### config.mk
export PLATFORM = sky130hd
export DESIGN_NAME = irq_arbiter
export DESIGN_NICKNAME = d
export VERILOG_FILES = /design/src/rtl/irq_pkg.sv /design/src/rtl/irq_edge_latch.sv /design/src/rtl/irq_prio_pick.sv /design/src/rtl/irq_arbiter.sv
export SDC_FILE = /design/constraint.sdc
export NUM_CORES = 1
export LEC_CHECK = 0
export BUFFER_PORTS_ARGS = -buffer_cell sky130_fd_sc_hd__buf_2
export CAP_MARGIN = 40
export CELL_PAD_IN_SITES_DETAIL_PLACEMENT = 1
export CELL_PAD_IN_SITES_GLOBAL_PLACEMENT = 1
export CORE_MARGIN = 8
export CORE_UTILIZATION = 29
export CTS_CLUSTER_SIZE = 40
export DETAILED_ROUTE_END_ITERATION = 10
export MAX_ROUTING_LAYER = met4
export PLACE_DENSITY_LB_ADDON = 0.1
export SETUP_SLACK_MARGIN = 0.5
export SLEW_MARGIN = 20
export SYNTH_ARGS = -nofsm -noshare
export SYNTH_HDL_FRONTEND = slang
export SYNTH_HIERARCHICAL = 1
export SYNTH_SLANG_ARGS = --single-unit
### constraint.sdc
create_clock -name clk -period 1.8 [get_ports clk]
set_clock_uncertainty 0.05 [all_clocks]
set_input_delay 0.09 -clock clk [delete_from_list [all_inputs] [get_ports clk]]
set_output_delay 0.09 -clock clk [all_outputs]
set_load 0.01 [all_outputs]
### src/rtl/irq_pkg.sv
package irq_pkg;
    // Source slots in the request vector, higher index = higher priority
    localparam int SRC_N   = 5;
    localparam int SRC_NMI = 4;
    localparam int SRC_R75 = 3;
    localparam int SRC_R65 = 2;
    localparam int SRC_R55 = 1;
    localparam int SRC_EXT = 0;
    localparam int MASK_W  = 3;

    // Service address: restart level times 8 (level 4.5 for the unmaskable one)
    function automatic logic [15:0] slot_vector(input int slot);
        int half_lvl;
        case (slot)
            SRC_NMI: half_lvl = 9;
            SRC_R75: half_lvl = 15;
            SRC_R65: half_lvl = 13;
            SRC_R55: half_lvl = 11;
            default: half_lvl = 0;
        endcase
        return 16'(half_lvl * 4);
    endfunction
endpackage

### src/rtl/irq_edge_latch.sv
module irq_edge_latch (
    input  logic clk,
    input  logic rst_n,
    input  logic din,
    input  logic clr,
    output logic pend
);
    typedef struct packed {
        logic prev;
        logic pend;
    } el_t;

    el_t st_d, st_q;

    always_comb begin
        st_d      = st_q;
        st_d.prev = din;
        // a fresh edge outranks a clear in the same cycle
        st_d.pend = (st_q.pend & ~clr) | (din & ~st_q.prev);
    end

    always_ff @(posedge clk or negedge rst_n) begin
        if (!rst_n) st_q <= '0;
        else        st_q <= st_d;
    end

    assign pend = st_q.pend;
endmodule

### src/rtl/irq_prio_pick.sv
module irq_prio_pick #(
    parameter int N = 5
) (
    input  logic [N-1:0] req,
    output logic [N-1:0] grant
);
    logic found;

    always_comb begin
        grant = '0;
        found = 1'b0;
        for (int i = N - 1; i >= 0; i--) begin
            if (req[i] && !found) begin
                grant[i] = 1'b1;
                found    = 1'b1;
            end
        end
    end
endmodule

### src/rtl/irq_arbiter.sv
module irq_arbiter
    import irq_pkg::*;
#(
    parameter int VEC_W = 16
) (
    input  logic              clk,
    input  logic              rst_n,
    input  logic              nmi_in,
    input  logic              r75_in,
    input  logic              r65_in,
    input  logic              r55_in,
    input  logic              ext_req,
    input  logic              ien_set,
    input  logic              ien_clr,
    input  logic              mask_wr,
    input  logic [MASK_W-1:0] mask_wdata,
    input  logic              clr75,
    input  logic              halt_req,
    output logic              ack,
    output logic [VEC_W-1:0]  vec,
    output logic              ext_ack,
    output logic              halted,
    output logic              int_en
);
    typedef struct packed {
        logic              ien;
        logic [MASK_W-1:0] mask;
        logic              halted;
        logic              ack;
        logic              ext_ack;
        logic [VEC_W-1:0]  vec;
    } arb_t;

    arb_t st_d, st_q;

    logic             nmi_pend, r75_pend;
    logic [SRC_N-1:0] req_w, grant_w;
    logic             any_grant, gated_grant;
    logic [MASK_W-1:0] mask_q;

    // capture latches for the two edge-sensitive sources
    irq_edge_latch u_nmi_cap (
        .clk  (clk),
        .rst_n(rst_n),
        .din  (nmi_in),
        .clr  (grant_w[SRC_NMI]),
        .pend (nmi_pend)
    );

    irq_edge_latch u_r75_cap (
        .clk  (clk),
        .rst_n(rst_n),
        .din  (r75_in),
        .clr  (grant_w[SRC_R75] | (mask_wr & clr75)),
        .pend (r75_pend)
    );

    // eligibility per source
    always_comb begin
        req_w          = '0;
        req_w[SRC_NMI] = nmi_pend;
        req_w[SRC_R75] = r75_pend & ~st_q.mask[2] & st_q.ien;
        req_w[SRC_R65] = r65_in   & ~st_q.mask[1] & st_q.ien;
        req_w[SRC_R55] = r55_in   & ~st_q.mask[0] & st_q.ien;
        req_w[SRC_EXT] = ext_req  & st_q.ien;
    end

    irq_prio_pick #(.N(SRC_N)) u_pick (
        .req  (req_w),
        .grant(grant_w)
    );

    assign any_grant   = |grant_w;
    assign gated_grant = |grant_w[SRC_R75:SRC_EXT];

    always_comb begin
        st_d         = st_q;
        st_d.ien     = (st_q.ien | ien_set) & ~ien_clr & ~gated_grant;
        if (mask_wr) st_d.mask = mask_wdata;
        if (any_grant)     st_d.halted = 1'b0;
        else if (halt_req) st_d.halted = 1'b1;
        st_d.ack     = |grant_w[SRC_NMI:SRC_R55];
        st_d.ext_ack = grant_w[SRC_EXT];
        st_d.vec     = '0;
        for (int s = SRC_R55; s <= SRC_NMI; s++) begin
            if (grant_w[s]) st_d.vec = VEC_W'(slot_vector(s));
        end
    end

    always_ff @(posedge clk or negedge rst_n) begin
        if (!rst_n) begin
            st_q      <= '0;
            st_q.mask <= '1;
        end else begin
            st_q <= st_d;
        end
    end

    assign mask_q  = st_q.mask;
    assign ack     = st_q.ack;
    assign vec     = st_q.vec;
    assign ext_ack = st_q.ext_ack;
    assign halted  = st_q.halted;
    assign int_en  = st_q.ien;
endmodule

Yosys cells after proc, flatten, opt, wreduce, memory -nomap -nowiden
Index checks and enable logic that the tools add are counted.
W data, S select, Z words.
{ "totals": {"register_bits": 27, "latch_bits": 0, "mem_bits_rw": 0, "romBits": 0, "in_bits": 15, "mem_count": 0} }
{ "op_classes": {"addsub": 0, "multipliers": 0, "n_div": 0, "order_cmp": 0, "eq_ne": 0, "shift": 0, "n_mux": 14, "bitwise": 27, "n_reduce_logical": 12} }
{ "op_table": {"columns": ["cell", "count"], "rows": [
  ["$mux W16", 3],
  ["$and A1 B1 Y1", 14],
  ["$mux W1", 10],
  ["$not A1 Y1", 9],
  ["$reduce_or A4 Y1", 2],
  ["$mux W6", 1],
  ["$reduce_or A5 Y1", 1],
  ["$logic_and A1 B1 Y1", 4],
  ["$logic_not A1 Y1", 4],
  ["$or A1 B1 Y1", 4],
  ["$reduce_bool A2 Y1", 1]
]} }

Depth between registers and ports, before layout
{ "logic_depth": {"depth_word": 17, "ltp_mapped": 6, "ltp_nobuf": 6} }

Cells and area by module
Netlist, hierarchy kept.
{ "by_module_without_submodules": {"columns": ["module", "instances", "cells_per_inst", "area_each_um2", "seq_area_each_um2"], "rows": [
  ["irq_arbiter", 1, 47, 500.5, 254.0],
  ["irq_edge_latch", 2, 5, 70.1, 50.0],
  ["irq_prio_pick", 1, 6, 55.1, 0.0]
]} }

Least setup slack after synthesis
Ideal clock, no wire load.
{ "synth_timing": {"path_type": "register to register", "start": "register st_q, in the netlist mask_q[1]", "end": "register st_q, in the netlist halted", "setup_time_ns": 0.080, "arrival_time_ns": 1.538, "required_time_ns": 1.670, "path_slack_ns": 0.132, "path_stages_with_launch": 5, "path_buffers": 0, "period_less_slack_ns": 1.668, "path_cell_list": "dfstp_2 -> and3b_1 -> nor3b_1 -> or4_4 -> nor3_2"} }
{ "synth_via": {"word_cells_on_any_way": 16, "cone_classes": "6 x mux; 3 x bitwise; 7 x reduce/logical"} }
{ "synth_rtl": {"columns": ["item", "line", "text"], "rows": [
  ["start, declared", "irq_arbiter.sv:34", "arb_t st_d, st_q;"],
  ["start signal, assigned", "irq_arbiter.sv:95", "st_q <= st_d;"],
  ["$not A1 Y1 (*)", "irq_arbiter.sv:63", "req_w[SRC_R65] = r65_in & ~st_q.mask[1] & st_q.ien;"],
  ["$and A1 B1 Y1 (*) (2 in a row)", "irq_arbiter.sv:63", null],
  ["net req_w[2]", "irq_arbiter.sv:37", "logic [SRC_N-1:0] req_w, grant_w;"],
  ["$logic_and A1 B1 Y1 (*)", "irq_prio_pick.sv:13", "if (req[i] && !found) begin"],
  ["$mux W1 (*)", "irq_prio_pick.sv:13", null],
  ["net grant_w[2]", "irq_arbiter.sv:37", null],
  ["$reduce_or A5 Y1 (*)", "irq_arbiter.sv:73", "assign any_grant = |grant_w;"],
  ["$mux W1 / $reduce_bool A2 Y1 (equally long branches)", null, null]
]} }
Mark *: on every way through the listed nets, which the timed path passes. The rest lies on a longest branch.
A chain may end at the register's enable or synchronous reset.

Worst setup path in the final report
Ends and elaborated chain as after synthesis.

==> flow_summary_export.csv <==
group,metric,value,unit
clock_network,clock-sinks,14,
timing,setup-violations-final,0,
timing,min_period,1.712,ns
route,ant_nets,0,
timing,drv_slew,0,
placed_design,io_buffers,22,
grt,grt_pass1_wl,2.697,mm
critical_path,cp_max_fo,3,
floorplan,die_w,64.98,um
cells_and_area,syn_to_final_growth,42.45,%
clock_network,numCtsBuffers,3,
clock_network,cts_tree,"yes",
cells_and_area,fin_nets,117,
critical_path,startpoint,"mask_q[1]",
synth,syn_area,695.7,sq um
cells_and_area,diodes,0,
floorplan,start_util,31.15,%
placed_design,post-dp-hpwl,1.154,mm
critical_path,r2r_end,"halted",
outcome,run_status,"completed",
synth,yosysWarningCount,6,
synth,ys_types,19,
clock_network,clk_path_buf_depth,2,
synth,avgSynthCellArea,11.04,sq um
pwr,p_per_area,800.3,nW/um^2
clock_network,cts.reportedPaths.clkPinSlew,0.09,ns
synth,netlist_instances,63,
clock_network,clock_tree.htree_level_count,1,
pwr,vdd_ir_drop_max,0.3356,mV
placed_design,place_area,784.5,sq um
grt,antenna_found_initial,0,
timing,grt_setup_unrepaired,"true",
floorplan,die_h,64.98,um
route,vias,541,
route,wl,1.580,mm
timing,max_freq,0.5840,GHz
critical_path,crit_path_end_kind,"flip-flop",
critical_path,start_kind,"flip-flop",
cells_and_area,final_util,44.37,%
floorplan,placementRows,17,
hold_path,hold_class,"in -> reg",
critical_path,ff2ff_setup_slack,0.09,ns
floorplan,ioPinCount,35,
route,first_pass_iters,4,
grt,grt.overflow.total,0,
clock_network,insertion_delay,0.29,ns
timing,finalSetupTns,0,ns
critical_path,worstRegToRegCells,4,
floorplan,die-area,4222,sq um
run,maxCapViolCount,0,
timing,whs,0.03993,ns
critical_path,crit_end,"halted",
synth,yosysSeqAreaShare,50.90,%
clock_network,root_buffer,"clkbuf_4",
pwr,p_leak,0.5041,nW
cells_and_area,drive_above_1_share,52.48,%
critical_path,arrival,1.88,ns
critical_path,worstSetupPathType,"reg -> reg",
synth,synth-seq-cells,14,
timing,hold_violations,0,
grt,grt_pass1_vias,606,
grt,track_usage,8.373,%
cells_and_area,final_cell_area,991.0,sq um
route,wl_per_cell,12.25,um
route,drc,0,
placed_design,place_congestion,0.7493,
route,routed_via_density,4.194,
timing,fin_crit_sh,95.12,%
grt,grt_max_degree,15,
route,drt-initial-drc-count,4,
floorplan,coreArea,2233,sq um
critical_path,worstReg2RegStart,"mask_q[1]",
critical_path,cp.required,1.97,ns
cells_and_area,fill_cells,270,
[Yosys cell counts, drive strengths merged]
cell type  instances  area [sq um]
mux2               3         33.78
and3b              2         17.52
conb               1         3.750
buf               14         105.1
inv                5         18.77
nor2               6         22.52
dfstp              3         78.83
nand2b             2         12.51
o22ai              2         25.02
nor4               1         12.51
nor2b              1         6.260
nor3               2         20.02
and2               1         6.260
nor3b              1         7.510
dfrtp             11         275.3
nor4b              1         15.01
or4                1         11.26
nand2              5         18.77
a21oi              1         5.000
[worst min path at each step]
stage	endpoint	depth (start not counted)	slack, ns	from
final	u_r75_cap/pend	4	0.04	clr75
after global routing	u_r75_cap/pend	4	0.05	clr75
after CTS	u_r75_cap/pend	4	0.04	clr75
after detailed placement	ext_ack	1	-0.04	rst_n
after global placement	ext_ack	1	-0.04	rst_n
after floorplan	ack	0	-0.26	rst_n
[power breakdown]
group,internal (W),switching [W]
Combinational,0.0000911,0.0000876
Sequential,0.000354,0.0000256
Clock,0.000123,0.000111
[cells by family (layout without fill, tap and decap cells)]
logic type | after synthesis | in the layout | share of synthesized area [%]
buffers and inverters | 19 | 46 | 17.81
AND/OR/NAND/NOR | 23 | 23 | 21.58
AO/OA/AOI/OAI | 3 | 3 | 4.315
multiplexers | 3 | 3 | 4.856
flip-flops | 14 | 14 | 50.90
other | 1 | 12 | 0.5391
[registers in the layout (all words and copies together) (netlist names)]
name / cells
ext_ack: 1
int_en: 1
vec: 3
u_nmi_cap/st_q: 1
u_r75_cap/pend: 1
u_nmi_cap/pend: 1
halted: 1
ack: 1
mask_q: 3
u_r75_cap/st_q: 1
[stage by stage]
step,std cells,power (W),setup slack (ns)
2_1_floorplan,74,0.0004940,0.1317
3_3_place_gp,111,0.0005273,0.09817
3_5_place_dp,111,0.0005303,0.07677
4_1_cts,128,0.0007975,0.08056
5_1_grt,129,0.0008459,0.03236
6_report,129,0.0007930,0.08780
[per-layer routing]
| metal | GRT usage, % | wire [um] | vias to the layer above | share of wire [%] |
|---|---|---|---|---|
| li1 | - | - | 255 | - |
| met1 | 8.557 | 616 | 251 | 39 |
| met2 | 12.92 | 747 | 30 | 47 |
| met3 | 3.436 | 173 | 5 | 11 |
| met4 | 5.722 | 43 | 0 | 2.7 |
| met5 | - | 0 | - | 0 |
[final cells by class]
cell class,instances,area (sq um),share of cell area [%]
inverters,5,21.27,2.146
repair buffers,37,249.0,25.13
well taps,28,35.03,3.535
flip-flops and latches,14,355.3,35.86
multi-input cells,41,294.0,29.67
clock buffers,4,36.28,3.662
[repair_timing]
| action | in CTS | in global routing |
|---|---|---|
| hold buffers | 9 | 0 |
| endpoints found under the hold margin | 21 | 0 |
| pin swaps | 3 | 2 |
| gates cloned | 0 | 0 |
| gates resized for setup | 8 | 5 |
| setup endpoints to repair | 7 | 8 |
| buffers inserted | 4 | 1 |
[cells in the final DEF, fill, tap and decap left out, drive strengths merged]
cell / synthesis / routed
nor4b: 1 / 1
clkbuf: 0 / 4
nor2: 6 / 6
mux2: 3 / 3
nand2: 5 / 5
dfrtp: 11 / 11
a21oi: 1 / 1
o22ai: 2 / 2
buf: 14 / 28
nor2b: 1 / 1
nor3b: 1 / 1
or4: 1 / 1
and3b: 2 / 2
and2: 1 / 1
dlygate4sd3: 0 / 9
nand2b: 2 / 2
conb: 1 / 12
inv: 5 / 5
nor3: 2 / 2
dfstp: 3 / 3
nor4: 1 / 1
[critical path, stage by stage (launching register included)]
cell and delay, ns:
dfstp_2 0.53, and3b_2 0.23, nor3b_4 0.16, or4_4 0.50
nor3_2 0.17
(Power assumes the default switching activity.)
